File: config.mk
export PLATFORM = sky130hd
export DESIGN_NAME = eth_dma_csr
export DESIGN_NICKNAME = d
export VERILOG_FILES = /design/src/rtl/eth_csr_pkg.sv /design/src/rtl/eth_csr_irq.sv /design/src/rtl/eth_csr_halt.sv /design/src/rtl/eth_csr_ring.sv /design/src/rtl/eth_csr_dma.sv /design/src/rtl/eth_dma_csr.sv
export SDC_FILE = /design/constraint.sdc
export NUM_CORES = 2
export LEC_CHECK = 0
export ABC_AREA = 0
export BUFFER_PORTS_ARGS = -buffer_cell sky130_fd_sc_hd__buf_2
export CORE_AREA = 3 3 452 454
export DETAILED_ROUTE_END_ITERATION = 16
export DIE_AREA = 0 0 455 457
export SKIP_LAST_GASP = 1
export SYNTH_ARGS = -nofsm -noshare
export SYNTH_HDL_FRONTEND = slang
export SYNTH_HIERARCHICAL = 1
export SYNTH_SLANG_ARGS = --single-unit
export TNS_END_PERCENT = 5
File: constraint.sdc
create_clock -name clk_i -period 5.06 [get_ports clk_i]
set_clock_uncertainty 0.15 [all_clocks]
set_input_delay 1.265 -clock clk_i [delete_from_list [all_inputs] [get_ports clk_i]]
set_output_delay 1.265 -clock clk_i [all_outputs]
set_load 0.02 [all_outputs]
File: src/rtl/eth_csr_pkg.sv
package eth_csr_pkg;
  localparam int unsigned IDX_W = 10;

  localparam logic [IDX_W-1:0] IX_EVT = 10'h000;
  localparam logic [IDX_W-1:0] IX_MSK = 10'h001;
  localparam logic [IDX_W-1:0] IX_DMA = 10'h002;
  localparam logic [IDX_W-1:0] IX_TXH = 10'h003;
  localparam logic [IDX_W-1:0] IX_RXH = 10'h004;
  localparam logic [IDX_W-1:0] IX_EVF = 10'h005;
  localparam logic [IDX_W-1:0] IX_ID  = 10'h006;
  localparam logic [IDX_W-1:0] IX_TXB = 10'h040;
  localparam logic [IDX_W-1:0] IX_RXB = 10'h048;
  localparam logic [IDX_W-1:0] IX_TXP = 10'h050;
  localparam logic [IDX_W-1:0] IX_RXP = 10'h058;

  localparam int unsigned EVT_GTSC = 1;
  localparam int unsigned EVT_GRSC = 9;

  localparam logic [31:0] GRP_TX  = 32'h0000_00FF;
  localparam logic [31:0] GRP_RX  = 32'h0000_FF00;
  localparam logic [31:0] GRP_ERR = 32'hFFFF_0000;

  localparam logic [31:0] ALIGN_MASK = 32'hFFFF_FFF8;

  // bit 2 wop, bit 1 gts, bit 0 grs
  typedef struct packed {
    logic wop;
    logic gts;
    logic grs;
  } dma_ctl_t;
endpackage

File: src/rtl/eth_csr_irq.sv
module eth_csr_irq
  import eth_csr_pkg::*;
(
  input  logic        clk_i,
  input  logic        rst_ni,
  input  logic        evt_clr_i,
  input  logic        msk_wr_i,
  input  logic        frc_wr_i,
  input  logic [31:0] wdata_i,
  input  logic [31:0] hw_set_i,
  output logic [31:0] evt_o,
  output logic [31:0] msk_o,
  output logic        tx_irq_o,
  output logic        rx_irq_o,
  output logic        err_irq_o
);
  logic [31:0] evt_q, msk_q, clr_bits, frc_bits, active;

  assign clr_bits = evt_clr_i ? wdata_i : '0;
  assign frc_bits = frc_wr_i ? wdata_i : '0;

  always_ff @(posedge clk_i or negedge rst_ni) begin
    if (!rst_ni) begin
      evt_q <= '0;
      msk_q <= '0;
    end else begin
      evt_q <= (evt_q & ~clr_bits) | hw_set_i | frc_bits;
      if (msk_wr_i) msk_q <= wdata_i;
    end
  end

  assign active    = evt_q & msk_q;
  assign tx_irq_o  = |(active & GRP_TX);
  assign rx_irq_o  = |(active & GRP_RX);
  assign err_irq_o = |(active & GRP_ERR);
  assign evt_o     = evt_q;
  assign msk_o     = msk_q;
endmodule

File: src/rtl/eth_csr_halt.sv
module eth_csr_halt #(
  parameter int unsigned NQ = 8,
  parameter bit GATE_ON_CLEAR = 1'b0
) (
  input  logic          clk_i,
  input  logic          rst_ni,
  input  logic          wr_i,
  input  logic [NQ-1:0] wbits_i,
  input  logic [NQ-1:0] set_i,
  input  logic [NQ-1:0] kick_i,
  output logic [NQ-1:0] halt_o,
  output logic [NQ-1:0] restart_o
);
  logic [NQ-1:0] halt_q, restart_q, clr, hit;

  assign clr = wr_i ? wbits_i : '0;

  generate
    if (GATE_ON_CLEAR) begin : g_gated
      assign hit = clr & ~halt_q;
    end else begin : g_plain
      assign hit = clr;
    end
  endgenerate

  always_ff @(posedge clk_i or negedge rst_ni) begin
    if (!rst_ni) begin
      halt_q    <= '0;
      restart_q <= '0;
    end else begin
      halt_q    <= (halt_q & ~clr) | set_i;
      restart_q <= hit | kick_i;
    end
  end

  assign halt_o    = halt_q;
  assign restart_o = restart_q;
endmodule

File: src/rtl/eth_csr_ring.sv
module eth_csr_ring
  import eth_csr_pkg::*;
#(
  parameter int unsigned NQ = 8
) (
  input  logic                 clk_i,
  input  logic                 rst_ni,
  input  logic [NQ-1:0]        base_we_i,
  input  logic [NQ-1:0]        ptr_we_i,
  input  logic [31:0]          wdata_i,
  output logic [NQ-1:0][31:0]  base_o,
  output logic [NQ-1:0][31:0]  ptr_o
);
  logic [31:0] aligned;
  assign aligned = wdata_i & ALIGN_MASK;

  for (genvar q = 0; q < NQ; q++) begin : g_q
    always_ff @(posedge clk_i or negedge rst_ni) begin
      if (!rst_ni) begin
        base_o[q] <= '0;
        ptr_o[q]  <= '0;
      end else if (base_we_i[q]) begin
        base_o[q] <= aligned;
        ptr_o[q]  <= aligned;
      end else if (ptr_we_i[q]) begin
        ptr_o[q]  <= aligned;
      end
    end
  end
endmodule

File: src/rtl/eth_csr_dma.sv
module eth_csr_dma
  import eth_csr_pkg::*;
#(
  parameter int unsigned POLL_CYCLES = 1000
) (
  input  logic     clk_i,
  input  logic     rst_ni,
  input  logic     wr_i,
  input  logic [2:0] wdata_i,
  input  logic     tx_busy_i,
  input  logic     rx_busy_i,
  output dma_ctl_t ctl_o,
  output logic     gtsc_o,
  output logic     grsc_o,
  output logic     poll_kick_o
);
  localparam int unsigned CW = $clog2(POLL_CYCLES + 1);
  localparam logic [CW-1:0] RELOAD = CW'(POLL_CYCLES - 1);

  dma_ctl_t ctl_q, wctl;
  logic tx_busy_q, rx_busy_q, tick;
  logic [CW-1:0] cnt_q;

  assign wctl = dma_ctl_t'(wdata_i);

  always_ff @(posedge clk_i or negedge rst_ni) begin
    if (!rst_ni) begin
      ctl_q     <= '0;
      tx_busy_q <= 1'b0;
      rx_busy_q <= 1'b0;
      cnt_q     <= RELOAD;
    end else begin
      tx_busy_q <= tx_busy_i;
      rx_busy_q <= rx_busy_i;
      if (wr_i) ctl_q <= wctl;
      if (wr_i && !wctl.wop)   cnt_q <= RELOAD;
      else if (!ctl_q.wop)     cnt_q <= (cnt_q == '0) ? RELOAD : cnt_q - 1'b1;
    end
  end

  assign tick        = !ctl_q.wop && (cnt_q == '0);
  assign poll_kick_o = tick && !ctl_q.gts;

  // immediate completion on write, or deferred to the busy falling edge
  assign gtsc_o = (wr_i && wctl.gts && !tx_busy_i) ||
                  (ctl_q.gts && tx_busy_q && !tx_busy_i);
  assign grsc_o = (wr_i && wctl.grs && !rx_busy_i) ||
                  (ctl_q.grs && rx_busy_q && !rx_busy_i);
  assign ctl_o  = ctl_q;
endmodule

File: src/rtl/eth_dma_csr.sv
module eth_dma_csr
  import eth_csr_pkg::*;
#(
  parameter int unsigned NQ          = 8,
  parameter int unsigned POLL_CYCLES = 1000,
  parameter logic [31:0] HW_ID       = 32'h0E7C_0001
) (
  input  logic             clk_i,
  input  logic             rst_ni,
  input  logic             req_i,
  input  logic             we_i,
  input  logic [11:0]      addr_i,
  input  logic [31:0]      wdata_i,
  output logic [31:0]      rdata_o,
  output logic             tx_irq_o,
  output logic             rx_irq_o,
  output logic             err_irq_o,
  input  logic [31:0]      evt_set_i,
  input  logic [NQ-1:0]    tx_halt_set_i,
  input  logic [NQ-1:0]    rx_halt_set_i,
  input  logic             tx_busy_i,
  input  logic             rx_busy_i,
  output logic [NQ-1:0]    tx_restart_o,
  output logic [NQ-1:0]    rx_restart_o,
  output logic             tx_stop_o,
  output logic             rx_stop_o,
  output logic [NQ*32-1:0] tx_base_o,
  output logic [NQ*32-1:0] rx_base_o,
  output logic [NQ*32-1:0] tx_ptr_o,
  output logic [NQ*32-1:0] rx_ptr_o
);
  logic             acc_ok, wr;
  logic [IDX_W-1:0] ix;
  logic [31:0]      evt_q, msk_q, hw_set;
  dma_ctl_t         ctl_q;
  logic             gtsc, grsc, poll_kick;
  logic [NQ-1:0]    tx_wbits, rx_wbits, tx_halt_q, rx_halt_q, tx_kick;
  logic [NQ-1:0]    txb_we, rxb_we, txp_we, rxp_we;
  logic [NQ-1:0][31:0] txb, rxb, txp, rxp;

  assign acc_ok = req_i && (addr_i[1:0] == 2'b00);
  assign wr     = acc_ok && we_i;
  assign ix     = addr_i[11:2];

  for (genvar q = 0; q < NQ; q++) begin : g_map
    assign tx_wbits[q] = wdata_i[31-q];
    assign rx_wbits[q] = wdata_i[23-q];
    assign txb_we[q]   = wr && (ix == IX_TXB + IDX_W'(q));
    assign rxb_we[q]   = wr && (ix == IX_RXB + IDX_W'(q));
    assign txp_we[q]   = wr && (ix == IX_TXP + IDX_W'(q));
    assign rxp_we[q]   = wr && (ix == IX_RXP + IDX_W'(q));
  end

  assign hw_set = evt_set_i | (32'(gtsc) << EVT_GTSC) | (32'(grsc) << EVT_GRSC);
  assign tx_kick = NQ'(poll_kick);

  eth_csr_irq u_irq (
    .clk_i     (clk_i),
    .rst_ni    (rst_ni),
    .evt_clr_i (wr && ix == IX_EVT),
    .msk_wr_i  (wr && ix == IX_MSK),
    .frc_wr_i  (wr && ix == IX_EVF),
    .wdata_i   (wdata_i),
    .hw_set_i  (hw_set),
    .evt_o     (evt_q),
    .msk_o     (msk_q),
    .tx_irq_o  (tx_irq_o),
    .rx_irq_o  (rx_irq_o),
    .err_irq_o (err_irq_o)
  );

  eth_csr_halt #(.NQ(NQ), .GATE_ON_CLEAR(1'b0)) u_txh (
    .clk_i     (clk_i),
    .rst_ni    (rst_ni),
    .wr_i      (wr && ix == IX_TXH),
    .wbits_i   (tx_wbits),
    .set_i     (tx_halt_set_i),
    .kick_i    (tx_kick),
    .halt_o    (tx_halt_q),
    .restart_o (tx_restart_o)
  );

  eth_csr_halt #(.NQ(NQ), .GATE_ON_CLEAR(1'b1)) u_rxh (
    .clk_i     (clk_i),
    .rst_ni    (rst_ni),
    .wr_i      (wr && ix == IX_RXH),
    .wbits_i   (rx_wbits),
    .set_i     (rx_halt_set_i),
    .kick_i    ('0),
    .halt_o    (rx_halt_q),
    .restart_o (rx_restart_o)
  );

  eth_csr_ring #(.NQ(NQ)) u_txr (
    .clk_i     (clk_i),
    .rst_ni    (rst_ni),
    .base_we_i (txb_we),
    .ptr_we_i  (txp_we),
    .wdata_i   (wdata_i),
    .base_o    (txb),
    .ptr_o     (txp)
  );

  eth_csr_ring #(.NQ(NQ)) u_rxr (
    .clk_i     (clk_i),
    .rst_ni    (rst_ni),
    .base_we_i (rxb_we),
    .ptr_we_i  (rxp_we),
    .wdata_i   (wdata_i),
    .base_o    (rxb),
    .ptr_o     (rxp)
  );

  eth_csr_dma #(.POLL_CYCLES(POLL_CYCLES)) u_dma (
    .clk_i       (clk_i),
    .rst_ni      (rst_ni),
    .wr_i        (wr && ix == IX_DMA),
    .wdata_i     (wdata_i[2:0]),
    .tx_busy_i   (tx_busy_i),
    .rx_busy_i   (rx_busy_i),
    .ctl_o       (ctl_q),
    .gtsc_o      (gtsc),
    .grsc_o      (grsc),
    .poll_kick_o (poll_kick)
  );

  assign tx_stop_o = ctl_q.gts;
  assign rx_stop_o = ctl_q.grs;
  assign tx_base_o = txb;
  assign rx_base_o = rxb;
  assign tx_ptr_o  = txp;
  assign rx_ptr_o  = rxp;

  always_comb begin
    rdata_o = '0;
    if (addr_i[1:0] == 2'b00) begin
      unique case (ix)
        IX_EVT: rdata_o = evt_q;
        IX_MSK: rdata_o = msk_q;
        IX_DMA: rdata_o = 32'(ctl_q);
        IX_ID:  rdata_o = HW_ID;
        IX_TXH: for (int q = 0; q < NQ; q++) rdata_o[31-q] = tx_halt_q[q];
        IX_RXH: for (int q = 0; q < NQ; q++) rdata_o[23-q] = rx_halt_q[q];
        default: begin
          for (int q = 0; q < NQ; q++) begin
            if (ix == IX_TXB + IDX_W'(q)) rdata_o = txb[q];
            if (ix == IX_RXB + IDX_W'(q)) rdata_o = rxb[q];
            if (ix == IX_TXP + IDX_W'(q)) rdata_o = txp[q];
            if (ix == IX_RXP + IDX_W'(q)) rdata_o = rxp[q];
          end
        end
      endcase
    end
  end
endmodule

==> implementation parameters <==
Parameter                              Value

Clocking
  Cell chosen for the clock root    sky130_fd_sc_hd__clkbuf_16
  Clk Latency, worst-skew pair    0.81 ns
  Clock slew seen by the registers of the worst setup and hold paths    0.06 ns
  Level count of the clock H-tree    4
  Number of sinks handled by clock tree synthesis    1039
  Number of buffers created by CTS    133
  Hold_buf cts    0
  Clock Tree Buf Depth    3
  CTS tree    yes

Yosys
  Warnings, synthesis    6
  Primary flip-flop cell chosen by synthesis mapping    sky130_fd_sc_hd__dfrtp_1
  Count of state elements after synthesis    1039
  Count of mapped cells out of synthesis    3958
  Share of synthesized area occupied by flip-flops and latches    0.518
  Mean instance size in the synthesized netlist    12.7 um^2
  Synth cell types    103
  Netlist Area Pre-Place    50200 um^2
  EDFF count, synth    0
  Async S/R FF share, synth    1.00

Critical path
  Arrival time of data at the critical path endpoint    4.19 ns
  Worst path buffer plus inverter count    5
  Type of the worst setup path    input port to output pin
  Most repeated library cell on the critical path    sky130_fd_sc_hd__buf_4
  Slowest library cell on the worst path    sky130_fd_sc_hd__nor3_1
  CP top delay family    compound AO/OA/AOI/OAI gates
  Type of element launching the critical path    input port
  R2r setup slk    1.95 ns
  Critical Path, Cell by Cell    buf_6 > buf_4 > buf_12 > and4b_1 > and3_1 > buf_4 > a22o_1 > a221o_1 > nor3_1 > o21ai_0 > o21a_1 > buf_4
  Largest driver fanout on the critical path    15
  Largest stage delay, worst path    0.43 ns
  Type of element capturing the critical path    output pin
  Endpoint required time on the critical path    3.64 ns

Drt
  Via Count    47500
  Routed length per instance    42.8 um
  Detailed-routing iteration count for the pre-antenna-repair pass    9
  Via density per instance    5.58
  Wire length reported by the detailed router    365 mm
  Post-route DRC violation count    0
  Residual antenna-violating net count after detailed routing    0
  Number of design-rule violations left by the first detailed-router iteration    5776

Timing
  Final Critical Period    5.60 ns
  Final Setup Violations    32
  Tcrit/Tclk final    1.11
  Slew at the pin closest to its max-slew limit    1.51 ns
  Worst-case setup margin in the final layout    -0.541 ns
  Number of hold violations in the final report    0
  Slew margin rel.    -0.0169
  Setup repair after global routing missed its margin    yes
  Number of max-slew violations in the final report    2
  Achievable Freq    179 MHz

Pwr
  Static leakage    36.9 nW
  Worst vdd ir    326 uV
  PwrDens    279 nW/um^2
  Power Total    19.9 mW

Floorplanning
  Floorplan row count    164
  DIE HEIGHT    457 um
  Die ar.    208000 um^2
  Effective utilization at floorplan    0.251
  Horizontal die dimension    455 um
  Placeable Area    200000 um^2
  IO Count    1175

Placed design
  Post-detail-place hpwl    290 mm
  Gp weighted congestion    0.971
  Placed cell areas    65100 um^2
  Number of input and output port buffers inserted    1078
  Post-Place Setup Slack    -1.37 ns

Min path
  Hold Crit Class    input port to asynchronous set/reset pin

Run status
  Violations in the final reports    capacitance limit, slew limit, setup timing
  Outcome    complete, but fails checks

Global route
  Overall Global Routing Usage    0.339
  Number of antenna violations at the first check in global routing    51
  Total grt overflow    0
  Number of global-route vias before repair    46100
  First-pass GRT wire length    469 mm
  Pin count of the biggest net entering global routing    89

Cells and area
  Syn-to-layout area delta    42.3%
  Final layout net count    5831
  Fill cell count    20000
  Share of final-layout standard cells stronger than drive strength 1    0.579
  Final instance area    71400 um^2

Flow run
  Reported max-cap violation count    1
==> registers in the layout, summed over array words and instances, names as in the netlist <==
register,flops
u_irq/msk_o,32
u_dma/tx_busy_q,1
u_irq/evt_o,32
u_txr/base_o,232
u_txh/halt_o,8
u_dma/cnt_q,10
u_rxr/ptr_o,232
u_dma/ctl_o,3
u_rxh/halt_o,8
u_txr/ptr_o,232
u_rxh/restart_o,8
u_dma/rx_busy_q,1
u_rxr/base_o,232
u_txh/restart_o,8
==> final cells by class <==
cell class	instances	area, um^2	share of cell area
Inverter	9	33.8	0.000473
Multi-Input combinational cell	2581	23200	0.325
Tap cell	2656	3320	0.0466
Clock inverter	47	728	0.0102
Sequential cell	1039	26000	0.364
Clock buffer	192	3830	0.0537
Timing Repair Buffer	1968	14200	0.198
Antenna cell	23	57.6	0.000806
==> placed cells by master, fill, tap and decap left out, types with 18 or more instances in the layout <==
cell type / instances
sky130_fd_sc_hd__a21o_1: 26
sky130_fd_sc_hd__clkbuf_1: 33
sky130_fd_sc_hd__o221ai_1: 30
sky130_fd_sc_hd__buf_6: 48
sky130_fd_sc_hd__o211ai_1: 22
sky130_fd_sc_hd__buf_2: 1048
sky130_fd_sc_hd__diode_2: 23
sky130_fd_sc_hd__nor3_2: 18
sky130_fd_sc_hd__nor2_4: 39
sky130_fd_sc_hd__nor3_4: 23
sky130_fd_sc_hd__a22o_1: 20
sky130_fd_sc_hd__clkbuf_8: 24
sky130_fd_sc_hd__a31oi_1: 18
sky130_fd_sc_hd__conb_1: 111
sky130_fd_sc_hd__mux2_2: 803
sky130_fd_sc_hd__mux2i_1: 24
sky130_fd_sc_hd__a222oi_1: 42
sky130_fd_sc_hd__a221o_1: 54
sky130_fd_sc_hd__clkbuf_16: 135
sky130_fd_sc_hd__nand2_1: 165
sky130_fd_sc_hd__o21ai_0: 84
sky130_fd_sc_hd__mux2_4: 160
sky130_fd_sc_hd__a221oi_1: 84
sky130_fd_sc_hd__nor3_1: 25
sky130_fd_sc_hd__o22ai_1: 45
sky130_fd_sc_hd__dfrtp_1: 1031
sky130_fd_sc_hd__o21ai_1: 20
sky130_fd_sc_hd__a21oi_1: 118
sky130_fd_sc_hd__nor2_1: 98
sky130_fd_sc_hd__nand3_1: 52
sky130_fd_sc_hd__a22oi_1: 174
sky130_fd_sc_hd__buf_12: 142
sky130_fd_sc_hd__buf_4: 724
==> timing repair <==
action	4_1_cts	5_1_grt
cloned	1	0
buffers inserted	38	22
endpoints found under the setup margin	32	32
gates resized for setup	169	93
pin swaps	56	59
==> routing by layer <==
layer / track usage / wire length, um
met5: 0 / 147
met4: 0.190 / 26100
met3: 0.0940 / 33400
met2: 0.530 / 163000
met1: 0.418 / 142000
==> Yosys cell counts (35+ instances only) <==
| cell type | instances | share of area |
|---|---|---|
| sky130_fd_sc_hd__dfrtp_1 | 1031 | 0.51 |
| sky130_fd_sc_hd__mux2_2 | 803 | 0.18 |
| sky130_fd_sc_hd__a22oi_1 | 178 | 0.027 |
| sky130_fd_sc_hd__nand2_1 | 171 | 0.013 |
| sky130_fd_sc_hd__buf_4 | 163 | 0.024 |
| sky130_fd_sc_hd__mux2_4 | 160 | 0.048 |
| sky130_fd_sc_hd__nor2_1 | 144 | 0.011 |
| sky130_fd_sc_hd__clkbuf_1 | 139 | 0.010 |
| sky130_fd_sc_hd__a21oi_1 | 133 | 0.013 |
| sky130_fd_sc_hd__buf_2 | 98 | 0.0098 |
| sky130_fd_sc_hd__o21ai_0 | 97 | 0.0097 |
| sky130_fd_sc_hd__a221oi_1 | 90 | 0.016 |
| sky130_fd_sc_hd__nand3_1 | 57 | 0.0057 |
| sky130_fd_sc_hd__a221o_1 | 55 | 0.011 |
| sky130_fd_sc_hd__o22ai_1 | 50 | 0.0062 |
| sky130_fd_sc_hd__nor3_1 | 44 | 0.0044 |
| sky130_fd_sc_hd__a222oi_1 | 42 | 0.0084 |
| sky130_fd_sc_hd__o221ai_1 | 35 | 0.0061 |
==> worst reg2reg max path, delay by kind of cell (launching register included) <==
| family | cells | cell delay, ns |
|---|---|---|
| AND/OR/NAND/NOR | 4 | 2.29 |
| buffers and inverters | 1 | 0.05 |
| adder cells (fa/ha/maj) | 1 | 0.18 |
| flip-flops | 1 | 0.38 |
==> metrics by stage <==
step	utilization	hold slack (ns)	instances	setup TNS (ns)
global placement	0.325	0.338	8199	-27.10
detailed placement	0.326	0.359	8200	-25.32
finish	0.357	0.354	8515	-14.49
floorplan	-	0.299	4066	0
global route	0.357	0.381	8503	-15.31
CTS	0.354	0.370	8476	-15.45
==> worst paths after layout <==
| path | from | to | depth (start not counted) |
|---|---|---|---|
| worst max register to register | u_dma/cnt_q[0] | u_txh/restart_o[0] | 6 |
| worst min register to register | u_rxr/ptr_o[13] | u_rxr/ptr_o[13] | 1 |
| max in group asynchronous | rst_ni | u_rxr/base_o[213] | 2 |
| min in group clk_i | u_rxr/ptr_o[13] | u_rxr/ptr_o[13] | 1 |
| worst max-delay path | addr_i[2] | rdata_o[11] | 12 |
| worst min-delay path | rst_ni | u_rxr/base_o[86] | 1 |
==> cells by family (layout without fill, tap and decap cells) <==
kind of cell             count (synthesis)  after routing  share of synthesized area
AO/OA/AOI/OAI                          905            905                      0.133
XOR/XNOR                                 7              7                    0.00122
adder cells (fa/ha/maj)                  1              1                   0.000249
buffers and inverters                  446           2216                     0.0528
flip-flops                            1039           1039                      0.518
multiplexers                           992            992                      0.235
other                                    3            134                   0.000224
AND/OR/NAND/NOR                        565            565                     0.0595
==> where the power goes <==
part	switching [mW]	total [mW]	internal (mW)
logic	0.974	1.33	0.357
registers	0.0660	8.45	8.39
clock network	4.17	10.1	5.93
total	5.21	19.9	14.7
(Power assumes the default switching activity.)
